### config.mk
export PLATFORM = sky130hd
export DESIGN_NAME = cpwm3_top
export DESIGN_NICKNAME = d
export VERILOG_FILES = /design/src/rtl/cpwm_pkg.sv /design/src/rtl/cpwm_regs.sv /design/src/rtl/cpwm_timebase.sv /design/src/rtl/cpwm_deadband.sv /design/src/rtl/cpwm3_top.sv
export SDC_FILE = /design/constraint.sdc
export NUM_CORES = 1
export LEC_CHECK = 0
export ABC_AREA = 1
export ABC_CLOCK_PERIOD_IN_PS = 2860
export BUFFER_PORTS_ARGS = -buffer_cell sky130_fd_sc_hd__buf_2
export CORE_MARGIN = 2
export CORE_UTILIZATION = 51
export DETAILED_ROUTE_END_ITERATION = 7
export GPL_TIMING_DRIVEN = 0
export PLACE_DENSITY = 0.7
export SLEW_MARGIN = 10
export SYNTH_ARGS = -nofsm -noshare
export SYNTH_HDL_FRONTEND = slang
export SYNTH_SLANG_ARGS = --single-unit
### constraint.sdc
create_clock -name clk -period 2.86 [get_ports clk]
set_input_delay 0.572 -clock clk [delete_from_list [all_inputs] [get_ports clk]]
set_output_delay 0.572 -clock clk [all_outputs]
set_load 0.01 [all_outputs]
### src/rtl/cpwm_pkg.sv
package cpwm_pkg;
  localparam int NPAIR = 3;
  localparam int PRE_W = 3;

  localparam logic [2:0] ADDR_DUTY0  = 3'd0;
  localparam logic [2:0] ADDR_DUTY1  = 3'd1;
  localparam logic [2:0] ADDR_DUTY2  = 3'd2;
  localparam logic [2:0] ADDR_PERIOD = 3'd3;
  localparam logic [2:0] ADDR_DEAD   = 3'd4;
  localparam logic [2:0] ADDR_CTRL   = 3'd5;
  localparam logic [2:0] ADDR_LOAD   = 3'd6;
  localparam logic [2:0] ADDR_ACK    = 3'd7;

  typedef struct packed {
    logic [PRE_W-1:0] presc;
    logic             bcast;
    logic             irq_en;
    logic             run;
    logic             center;
  } ctrl_t;
endpackage

### src/rtl/cpwm_regs.sv
module cpwm_regs
  import cpwm_pkg::*;
#(
  parameter int CW  = 12,
  parameter int DTW = 8
) (
  input  logic                      clk,
  input  logic                      rst_n,
  input  logic                      wr_en,
  input  logic [2:0]                wr_addr,
  input  logic [CW-1:0]             wr_data,
  input  logic                      reload_i,
  output ctrl_t                     ctrl_o,
  output logic [NPAIR-1:0][CW-1:0]  duty_o,
  output logic [CW-1:0]             period_o,
  output logic [DTW-1:0]            dead_o
);
  ctrl_t                     ctrl_q, ctrl_n;
  logic [NPAIR-1:0][CW-1:0]  sh_duty_q, sh_duty_n, act_duty_q, act_duty_n;
  logic [CW-1:0]             sh_per_q, sh_per_n, act_per_q, act_per_n;
  logic [DTW-1:0]            sh_dt_q, sh_dt_n, act_dt_q, act_dt_n;
  logic                      ldok_q, ldok_n, ldok_set;

  assign ldok_set = wr_en && (wr_addr == ADDR_LOAD) && wr_data[0];

  always_comb begin
    ctrl_n    = ctrl_q;
    sh_duty_n = sh_duty_q;
    sh_per_n  = sh_per_q;
    sh_dt_n   = sh_dt_q;
    if (wr_en) begin
      case (wr_addr)
        ADDR_DUTY0: begin
          if (ctrl_q.bcast) begin
            for (int k = 0; k < NPAIR; k++) sh_duty_n[k] = wr_data;
          end else begin
            sh_duty_n[0] = wr_data;
          end
        end
        ADDR_DUTY1:  sh_duty_n[1] = wr_data;
        ADDR_DUTY2:  sh_duty_n[2] = wr_data;
        ADDR_PERIOD: sh_per_n     = wr_data;
        ADDR_DEAD:   sh_dt_n      = wr_data[DTW-1:0];
        ADDR_CTRL:   ctrl_n       = wr_data[$bits(ctrl_t)-1:0];
        default: ;
      endcase
    end
  end

  always_comb begin
    act_duty_n = act_duty_q;
    act_per_n  = act_per_q;
    act_dt_n   = act_dt_q;
    ldok_n     = ldok_q;
    if (reload_i) begin
      if (ldok_q) begin
        act_duty_n = sh_duty_q;
        act_per_n  = sh_per_q;
        act_dt_n   = sh_dt_q;
      end
      ldok_n = 1'b0;
    end
    if (ldok_set) ldok_n = 1'b1;
  end

  always_ff @(posedge clk or negedge rst_n) begin
    if (!rst_n) begin
      ctrl_q     <= '0;
      sh_duty_q  <= '0;
      sh_per_q   <= '0;
      sh_dt_q    <= '0;
      act_duty_q <= '0;
      act_per_q  <= '0;
      act_dt_q   <= '0;
      ldok_q     <= 1'b0;
    end else begin
      ctrl_q     <= ctrl_n;
      sh_duty_q  <= sh_duty_n;
      sh_per_q   <= sh_per_n;
      sh_dt_q    <= sh_dt_n;
      act_duty_q <= act_duty_n;
      act_per_q  <= act_per_n;
      act_dt_q   <= act_dt_n;
      ldok_q     <= ldok_n;
    end
  end

  assign ctrl_o   = ctrl_q;
  assign duty_o   = act_duty_q;
  assign period_o = act_per_q;
  assign dead_o   = act_dt_q;

  // a reload consumes load-ok unless software re-arms it in the same cycle
  p_ldok_clear_r2: assert property (@(posedge clk) disable iff (!rst_n)
    (reload_i && !ldok_set) |=> !ldok_q);

  // active values move only on a reload with load-ok armed
  p_act_hold_r2: assert property (@(posedge clk) disable iff (!rst_n)
    !(reload_i && ldok_q) |=> $stable(act_per_q) && $stable(act_duty_q));
endmodule

### src/rtl/cpwm_timebase.sv
module cpwm_timebase
  import cpwm_pkg::*;
#(
  parameter int CW = 12
) (
  input  logic             clk,
  input  logic             rst_n,
  input  logic             run,
  input  logic             center,
  input  logic [PRE_W-1:0] presc,
  input  logic [CW-1:0]    period,
  output logic [CW-1:0]    cnt_o,
  output logic             wrap_o
);
  localparam int PCW = (1 << PRE_W) - 1;

  logic [PCW-1:0] pre_q, pre_n, mask;
  logic [CW-1:0]  cnt_q, cnt_n, pmax;
  logic           dir_q, dir_n, tick, at_end;

  assign mask   = ~({PCW{1'b1}} << presc);
  assign tick   = run && (&(pre_q | ~mask));
  assign pmax   = (period == '0) ? '0 : period - 1'b1;
  assign at_end = center ? (dir_q && (cnt_q == '0)) : (cnt_q >= pmax);
  assign wrap_o = tick && at_end;

  always_comb begin
    pre_n = run ? pre_q + 1'b1 : '0;
    cnt_n = cnt_q;
    dir_n = dir_q;
    if (!run) begin
      cnt_n = '0;
      dir_n = 1'b0;
    end else if (tick) begin
      if (at_end) begin
        cnt_n = '0;
        dir_n = 1'b0;
      end else if (!center) begin
        cnt_n = cnt_q + 1'b1;
      end else if (!dir_q) begin
        if (cnt_q >= pmax) dir_n = 1'b1;
        else               cnt_n = cnt_q + 1'b1;
      end else begin
        cnt_n = cnt_q - 1'b1;
      end
    end
  end

  always_ff @(posedge clk or negedge rst_n) begin
    if (!rst_n) begin
      pre_q <= '0;
      cnt_q <= '0;
      dir_q <= 1'b0;
    end else begin
      pre_q <= pre_n;
      cnt_q <= cnt_n;
      dir_q <= dir_n;
    end
  end

  assign cnt_o = cnt_q;

  // the counter never passes the last count of the active period
  p_cnt_bound_r4: assert property (@(posedge clk) disable iff (!rst_n)
    cnt_q <= pmax);

  // every cycle boundary restarts the counter from zero counting up
  p_wrap_restart_r8: assert property (@(posedge clk) disable iff (!rst_n)
    wrap_o |=> (cnt_q == '0) && !dir_q);

  // a stopped generator holds the counter at zero
  p_stop_hold_r10: assert property (@(posedge clk) disable iff (!rst_n)
    !run |=> (cnt_q == '0));
endmodule

### src/rtl/cpwm_deadband.sv
module cpwm_deadband #(
  parameter int DTW = 8
) (
  input  logic           clk,
  input  logic           rst_n,
  input  logic           run,
  input  logic           ref_i,
  input  logic [DTW-1:0] dt_i,
  output logic           hi_o,
  output logic           lo_o
);
  logic           hi_q, hi_n, lo_q, lo_n, want_hi, want_lo;
  logic [DTW-1:0] gap_q, gap_n;

  assign want_hi = run && ref_i;
  assign want_lo = run && !ref_i;

  always_comb begin
    hi_n = 1'b0;
    lo_n = 1'b0;
    if (want_hi) begin
      hi_n = hi_q || (dt_i == '0) || (!lo_q && (gap_q >= dt_i));
    end else if (want_lo) begin
      lo_n = lo_q || (dt_i == '0) || (!hi_q && (gap_q >= dt_i));
    end
    if (hi_n || lo_n)        gap_n = '0;
    else if (gap_q == '1)    gap_n = gap_q;
    else                     gap_n = gap_q + 1'b1;
  end

  always_ff @(posedge clk or negedge rst_n) begin
    if (!rst_n) begin
      hi_q  <= 1'b0;
      lo_q  <= 1'b0;
      gap_q <= '0;
    end else begin
      hi_q  <= hi_n;
      lo_q  <= lo_n;
      gap_q <= gap_n;
    end
  end

  assign hi_o = hi_q;
  assign lo_o = lo_q;

  // the two sides of a pair never conduct together
  p_no_overlap_r6: assert property (@(posedge clk) disable iff (!rst_n)
    !(hi_q && lo_q));

  // with a nonzero dead time a side rises only after the other was low
  p_dead_hi_r7: assert property (@(posedge clk) disable iff (!rst_n)
    (hi_q && !$past(hi_q) && ($past(dt_i) != '0)) |-> !$past(lo_q));

  p_dead_lo_r7: assert property (@(posedge clk) disable iff (!rst_n)
    (lo_q && !$past(lo_q) && ($past(dt_i) != '0)) |-> !$past(hi_q));
endmodule

### src/rtl/cpwm3_top.sv
module cpwm3_top
  import cpwm_pkg::*;
#(
  parameter int CNT_W = 12,
  parameter int DT_W  = 8
) (
  input  logic             clk,
  input  logic             rst_n,
  input  logic             wr_en,
  input  logic [2:0]       wr_addr,
  input  logic [CNT_W-1:0] wr_data,
  output logic [5:0]       ch_o,
  output logic             reload_o,
  output logic             irq_o
);
  ctrl_t                       ctrl;
  logic [NPAIR-1:0][CNT_W-1:0] duty;
  logic [CNT_W-1:0]            period, cnt;
  logic [DT_W-1:0]             dead;
  logic                        wrap, ack, irq_q, irq_n, rld_q;
  logic [NPAIR-1:0]            pair_ref;

  cpwm_regs #(.CW(CNT_W), .DTW(DT_W)) u_regs (
    .clk(clk), .rst_n(rst_n), .wr_en(wr_en), .wr_addr(wr_addr),
    .wr_data(wr_data), .reload_i(wrap), .ctrl_o(ctrl), .duty_o(duty),
    .period_o(period), .dead_o(dead)
  );

  cpwm_timebase #(.CW(CNT_W)) u_tb (
    .clk(clk), .rst_n(rst_n), .run(ctrl.run), .center(ctrl.center),
    .presc(ctrl.presc), .period(period), .cnt_o(cnt), .wrap_o(wrap)
  );

  for (genvar k = 0; k < NPAIR; k++) begin : g_pair
    assign pair_ref[k] = (cnt < duty[k]);
    cpwm_deadband #(.DTW(DT_W)) u_db (
      .clk(clk), .rst_n(rst_n), .run(ctrl.run), .ref_i(pair_ref[k]),
      .dt_i(dead), .hi_o(ch_o[2*k]), .lo_o(ch_o[2*k+1])
    );
  end

  assign ack = wr_en && (wr_addr == ADDR_ACK) && wr_data[0];

  always_comb begin
    irq_n = irq_q;
    if (ack)                  irq_n = 1'b0;
    if (wrap && ctrl.irq_en)  irq_n = 1'b1;
  end

  always_ff @(posedge clk or negedge rst_n) begin
    if (!rst_n) begin
      irq_q <= 1'b0;
      rld_q <= 1'b0;
    end else begin
      irq_q <= irq_n;
      rld_q <= wrap;
    end
  end

  assign irq_o    = irq_q;
  assign reload_o = rld_q;

  // an enabled reload raises the interrupt flag
  p_irq_set_r9: assert property (@(posedge clk) disable iff (!rst_n)
    (wrap && ctrl.irq_en) |=> irq_o);

  // with interrupts disabled the flag cannot rise
  p_irq_gated_r9: assert property (@(posedge clk) disable iff (!rst_n)
    (!irq_o && !ctrl.irq_en) |=> !irq_o);

  // a stopped generator drives all channels low on the next edge
  p_off_quiet_r10: assert property (@(posedge clk) disable iff (!rst_n)
    !ctrl.run |=> (ch_o == '0) && !reload_o);
endmodule

==> impl_metrics.tcl, run 1 <==
set metrics [dict create \
    status "complete, but fails checks" \
    violations "negative setup slack" \
    crit_type "register to register" \
    p_leak_nw 5.92 \
    clock.fmax_mhz 336 \
    viasPerCell 5.34 \
    critPathSlowestCell "dfrtp_2" \
    cts-buffers-inserted 17 \
    async_reset_ff_share_pct 100 \
    coreArea_um2 18600 \
    setup_viol 61 \
    drive_gt1_share_pct 14.2 \
    synth.top_cells.by_area "dfrtp_1 45%, nand2_1 15%, ha_1 10%, inv_1 5.5%, o21ai_0 5.2%" \
    drv_cap 0 \
    drtIter0Drc 544 \
    crit_path_cell_trace "inv_2, ha_4, inv_2, nor4_4, clkinv_2, nand3b_1, ha_1, nand2_1, nor2_2, nand2_1, nor2_1, nand2_1, nand2_2, nand2_2, nand2_4, nand3_4, buf_12, buf_8, nand2_1, nand2_1" \
    root_buffer "clkbuf_16" \
    clk_path_buf_depth 2 \
    dp_slack_ns -0.483 \
    wire_per_inst_um 15.5 \
    grt_pass1_vias 7697 \
    dieWidth_um 141 \
    dominantRegCellSynth "dfrtp_1" \
    finalHoldViolCount 0 \
    rows 50 \
    yosys_register_bits 172 \
    drv_slew 0 \
    drc 0 \
    cts.sinks 172 \
    post-synth-top-count-cell "nand2_1" \
    cpMostUsedCell "nand2_1" \
    rsz0062_at_grt "yes" \
    multi_input_area_um2 4720 \
    htreeDepth 4 \
    grt_antenna_before_repair 0 \
    slew_headroom_pct 56.9 \
    synth_cells 1213 \
    fin_crit_ns 2.98 \
    synthToLayoutAreaGrowth_pct 16.5 \
    crit_fanout 10 \
    ys_seq_area_share_pct 44.8 \
    synthTopCellsByCount "375 x nand2_1, 172 x dfrtp_1, 141 x inv_1" \
    antennaDiodeCount 0 \
    cp-start-kind "register" \
    die_h_um 141 \
    synth_top_cell_by_area "dfrtp_1" \
    grt_usage_pct 24.5 \
    top_level_ports 26 \
    hold_ws_ns 0.0806 \
    skew_ns 0.0113 \
    yosys_warnings 0 \
    dieArea_um2 20000 \
    syn-num-nets 1308 \
    nNetsFinal 1379 \
    p_per_area_nw_per_um2 833 \
    min_path_type "primary input to asynchronous set/reset pin" \
    start_util_pct 51.7 \
    clkTransAtPathRegs_ns 0.07 \
    tightest_slew_ns 0.647 \
    ys_types 34 \
    port_buffers 25 \
    drt_first_pass_iters 5 \
    place_congestion 0.825 \
    dp_hpwl_mm 16.4 \
    worstSkewPairLatency_ns 0.43 \
    fin_crit_sh_pct 104 \
    cpPeakStageDelay_ns 0.44 \
    register_area_um2 4310 \
    syn_area_um2 9610 \
    n_fill_cell 1588 \
    worstPathArrival_ns 3.30 \
    num_vias 8179 \
    grt_overflow 0 \
    antenna_left 0 \
    crit_buf_inv 5 \
    cts_tree "done" \
    final_core_util_pct 60.3 \
    path_delay_family "simple AND/OR/NAND/NOR gates" \
    grt_max_degree 101 \
    cp_data_required_time_ns 3.18 \
    avgSynthCellArea_um2 7.93 \
    synth_edf_count 0 \
    irDropWorstVdd_uv 435 \
    yosysTopAreaCellShare_pct 44.8 \
    layout_setup_ws_ns -0.120 \
    grt_pass1_wl_mm 38.4 \
    cp-end-kind "register" \
    finalWirelength_mm 23.7 \
]
cells by family (layout without fill, tap and decap cells):
logic type | Yosys count | after routing | share of synthesized area, %
DFF | 172 | 172 | 44.8
adders and majority gates | 77 | 77 | 10.0
xor gates and xnor gates | 22 | 22 | 2.00
AOI/OAI and AO/OA | 147 | 147 | 7.81
and+or+nand+nor | 602 | 602 | 26.7
muxes | 3 | 3 | 0.325
buffers and inverters | 190 | 274 | 8.39
cells in the final DEF (no fill, tap or decap), drive strengths merged, types with 2 or more instances in the layout:
cell type,n
nand2,379
dfrtp,172
inv,149
o21ai,100
nor2,97
ha,77
buf,74
nand4,73
a21oi,41
clkbuf,40
nand3,34
xor2,19
nor3,10
clkinv,6
clkinvlp,4
xnor2,3
nand3b,3
o21a,3
or2,2
o21bai,2
mux2i,2
and3,2
state kept, by name (all words and copies together) (netlist names), 7 cells and up:
register           flops
g_pair.u_db.gap_q     24
u_regs.ctrl_o          7
u_regs.dead_o          8
u_regs.duty_o         36
u_regs.period_o       12
u_regs.sh_dt_q         8
u_regs.sh_duty_q      36
u_regs.sh_per_q       12
u_tb.cnt_o            12
u_tb.pre_q             7
through the flow:
stage	total power [W]	std cells	TNS (ns)	instance area [µm²]
after floorplan	0.00571	1213	0	9610
after global placement	0.00650	1472	-285.82	10000
after detailed placement	0.00664	1473	-27.34	10100
after CTS	0.00914	1517	-2.58	10800
after global routing	0.0101	1531	-17.68	11200
final	0.00933	1531	-4.69	11200
timing repair:
| item | CTS | global route |
|---|---|---|
| resized for setup | 31 | 66 |
| setup buffers | 10 | 10 |
| hold buffers | 0 | 0 |
| endpoints found under the setup margin | 72 | 72 |
| pin swaps | 8 | 20 |
| gates cloned | 2 | 4 |
per-layer routing:
metal | up-vias | part of all wire, % | track usage (%)
met5 | - | 0 | 0
met4 | 0 | 2.0 | 6.42
met3 | 33 | 4.6 | 4.35
met2 | 200 | 46 | 39.4
met1 | 3860 | 47 | 34.5
li1 | 4086 | - | -
worst register-to-register path, delay by kind of cell (launching register included):
| family | cells | cell delay (ns) |
|---|---|---|
| and+or+nand+nor | 13 | 1.49 |
| buffers and inverters | 5 | 0.64 |
| DFF | 1 | 0.44 |
| adders and majority gates | 2 | 0.29 |
final cells by class:
type                    count  share of cell area (%)
repair inverters            1                  0.0335
plain buffers              44                    2.86
flip-flops and latches    172                    38.4
repair buffers             51                    3.89
clock buffers              19                    3.95
inverters                 146                    4.90
clock inverters            13                    1.17
well taps                 234                    2.61
multi-input cells         851                    42.2
path summary, 6_finish.rpt:
path | from | to | slack (ns) | cells past startpoint
max in group asynchronous | rst_n | u_regs.duty_o[32]$_DFFE_PN0P_ | 1.91 | 2
min in group clk | wr_data[0] | u_regs.ldok_q$_DFFE_PN0P_ | 0.42 | 3
min | rst_n | u_tb.cnt_o[4]$_DFFE_PN0P_ | 0.08 | 1
max | u_regs.period_o[0]$_DFFE_PN0P_ | u_regs.dead_o[5]$_DFFE_PN0P_ | -0.12 | 20
max reg2reg | u_regs.period_o[0]$_DFFE_PN0P_ | u_regs.dead_o[5]$_DFFE_PN0P_ | -0.12 | 20
min reg2reg | u_regs.duty_o[15]$_DFFE_PN0P_ | u_regs.duty_o[15]$_DFFE_PN0P_ | 0.47 | 2
report_power, final:
| group | switching, W | total, W | leakage [nW] | internal [W] |
|---|---|---|---|---|
| clock network | 0.00103 | 0.00227 | 0.270 | 0.00124 |
| registers | 0.000432 | 0.00336 | 2.27 | 0.00292 |
| logic | 0.00229 | 0.00370 | 3.37 | 0.00142 |
| total | 0.00374 | 0.00933 | 5.92 | 0.00558 |
Note: power is estimated with default switching activity, not from simulation.
==> inputs of run 2 (changes only) <==
--- a/config.mk
+++ b/config.mk
@@ -8,6 +8,7 @@
 export ABC_AREA = 1
 export ABC_CLOCK_PERIOD_IN_PS = 2860
 export BUFFER_PORTS_ARGS = -buffer_cell sky130_fd_sc_hd__buf_2
+export CORE_ASPECT_RATIO = 0.5
 export CORE_MARGIN = 2
 export CORE_UTILIZATION = 51
 export DETAILED_ROUTE_END_ITERATION = 7
==> run 2 against run 1 <==
Against the previous run:
- the run still ends with negative setup slack left
- wire length grew 6.9%
- sequential share of layout area decreased by 0.44 points
- non-clock buffer count up 2
- clock-buffer cell count up 1
- sequential power hardly changed
- global-route usage up 1.9 points
- clock power rose by 4%
- final cell count up 1.7%
- clock skew down 0.0019 ns
- critical path type unchanged
- highest routed layer unchanged
==> impl_metrics.tcl, run 2 (same netlist as run 1, synthesis figures left out) <==
set metrics [dict create \
    cpPeakStageDelay_ns 0.43 \
    coreArea_um2 18400 \
    grt_usage_pct 26.4 \
    crit_buf_inv 6 \
    setup_viol 69 \
    nNetsFinal 1381 \
    top_level_ports 26 \
    worstPathArrival_ns 3.30 \
    path_delay_family "simple AND/OR/NAND/NOR gates" \
    start_util_pct 52.1 \
    post_dp_cell_area_um2 10100 \
    design_area_um2 11300 \
    htreeDepth 4 \
    port_buffers 25 \
    cts-hold-fix-buffers 0 \
    synthToLayoutAreaGrowth_pct 17.9 \
    drv_slew 0 \
    drv_cap 0 \
    dp.cells 1498 \
    rsz0062_at_grt "yes" \
    grt_antenna_before_repair 0 \
    grt_pass1_wl_mm 40.0 \
    viasPerCell 5.35 \
    p_leak_nw 5.93 \
    tns_ns -2.77 \
    crit_type "register to register" \
    worstSkewPairLatency_ns 0.45 \
    finalWirelength_mm 25.3 \
    multi_input_area_um2 4830 \
    slew_headroom_pct 60.7 \
    fin_crit_ns 2.97 \
    rows 35 \
    mostFrequentLayoutCells "340 x nand2_1, 170 x dfrtp_1, 135 x inv_1" \
    finalHoldViolCount 0 \
    layout_setup_ws_ns -0.110 \
    n_fill_cell 1534 \
    tightest_slew_ns 0.589 \
    wire_per_inst_um 16.2 \
    register_area_um2 4310 \
    cp-start-kind "register" \
    cts-buffers-inserted 17 \
    crit_fanout 5 \
    irDropWorstVdd_uv 587 \
    crit_path_cell_trace "buf_6, nor2_1, nand3_1, inv_2, buf_4, buf_4, or2_2, nand3_4, ha_4, a21oi_1, nand2_1, a21oi_2, nand2_2, nand2_2, nand2_4, buf_8, buf_6, nand4_1, nand2_1" \
    die_h_um 101 \
    drive_gt1_share_pct 14.6 \
    fin_crit_sh_pct 104 \
    final_common_cell "nand2_1" \
    cp_data_required_time_ns 3.19 \
    critPathSlowestCell "dfrtp_1" \
    antenna_left 0 \
    min_path_type "primary input to asynchronous set/reset pin" \
    grt_pass1_vias 7828 \
    cts_tree "done" \
    status "complete, but fails checks" \
    clk_path_buf_depth 2 \
    grt_max_degree 103 \
    dieArea_um2 20000 \
    p_per_area_nw_per_um2 868 \
    clock.fmax_mhz 337 \
    root_buffer "clkbuf_16" \
    grt_overflow 0 \
    skew_ns 0.00942 \
    cts.sinks 172 \
    dp_hpwl_mm 17.5 \
    dieWidth_um 198 \
    antennaDiodeCount 0 \
    regToRegSetupSlack_ns -0.11 \
    drtIter0Drc 678 \
    drc 0 \
    drt_first_pass_iters 7 \
    place_congestion 0.861 \
    stdcell_count 1557 \
    clkTransAtPathRegs_ns 0.07 \
    cp-end-kind "register" \
    num_vias 8337 \
    violations "negative setup slack" \
]
-- run 2: changes by cell type in the layout (fill, tap and decap cells not counted), sizes merged --
cell | before | now
bufinv | 1 | 2
buf | 74 | 80
clkinv | 6 | 4
inv | 149 | 150
clkbuf | 40 | 37
clkinvlp | 4 | 2
-- run 2: final cells by class --
| cell class | count | area share (%) |
|---|---|---|
| Tap cell | 259 | 2.86 |
| Clock buffer | 20 | 3.94 |
| Inverter | 146 | 4.84 |
| Sequential cell | 172 | 38.0 |
| Multi-Input combinational cell | 851 | 42.6 |
| Timing Repair inverter | 1 | 0.0331 |
| Buffer | 43 | 2.82 |
| Timing Repair Buffer | 54 | 3.72 |
| Clock inverter | 11 | 1.19 |
-- run 2: where the power goes --
| group | internal (W) | total, W | switching [W] | leakage, nW |
|---|---|---|---|---|
| Sequential | 0.00292 | 0.00336 | 0.000438 | 2.27 |
| Combinational | 0.00161 | 0.00411 | 0.00251 | 3.38 |
| Clock | 0.00132 | 0.00237 | 0.00104 | 0.280 |
-- run 2: routing by layer --
metal  GRT usage (%)  routed length (µm)
met1            37.4               11900
met2            41.0               11300
met4            7.75                 522
met3            5.65                1560
met5               0                   0
-- run 2: what timing repair did --
action,in CTS,in global routing
cloned,2,2
pin swaps,16,29
buffers inserted,15,10
setup endpoints to repair,72,72
resized for setup,52,67
-- run 2: per-stage QoR --
step / util (%) / setup slack [ns] / power, W / hold WS, ns
finish: 61.5 / -0.110 / 0.00984 / 0.0604
global route: 61.5 / -0.285 / 0.0106 / 0.111
CTS: 59.7 / -0.0716 / 0.00937 / 0.106
detailed placement: 54.8 / -0.497 / 0.00669 / 0.455
global placement: 54.6 / -1.51 / 0.00650 / 0.452
floorplan: - / 0.156 / 0.00571 / 0.276
-- run 2: path summary, 6_finish.rpt --
kind	start	to	cells after the start
min in group clk	wr_data[0]	u_regs.ldok_q$_DFFE_PN0P_	3
max reg2reg	u_regs.period_o[6]$_DFFE_PN0P_	u_regs.dead_o[6]$_DFFE_PN0P_	19
min	rst_n	g_pair[2].u_db.gap_q[4]$_DFFE_PN0P_	1
min reg2reg	u_tb.pre_q[6]$_DFF_PN0_	u_tb.pre_q[6]$_DFF_PN0_	1
max	u_regs.period_o[6]$_DFFE_PN0P_	u_regs.dead_o[6]$_DFFE_PN0P_	19
max in group asynchronous	rst_n	u_regs.sh_duty_q[5]$_DFFE_PN0P_	2
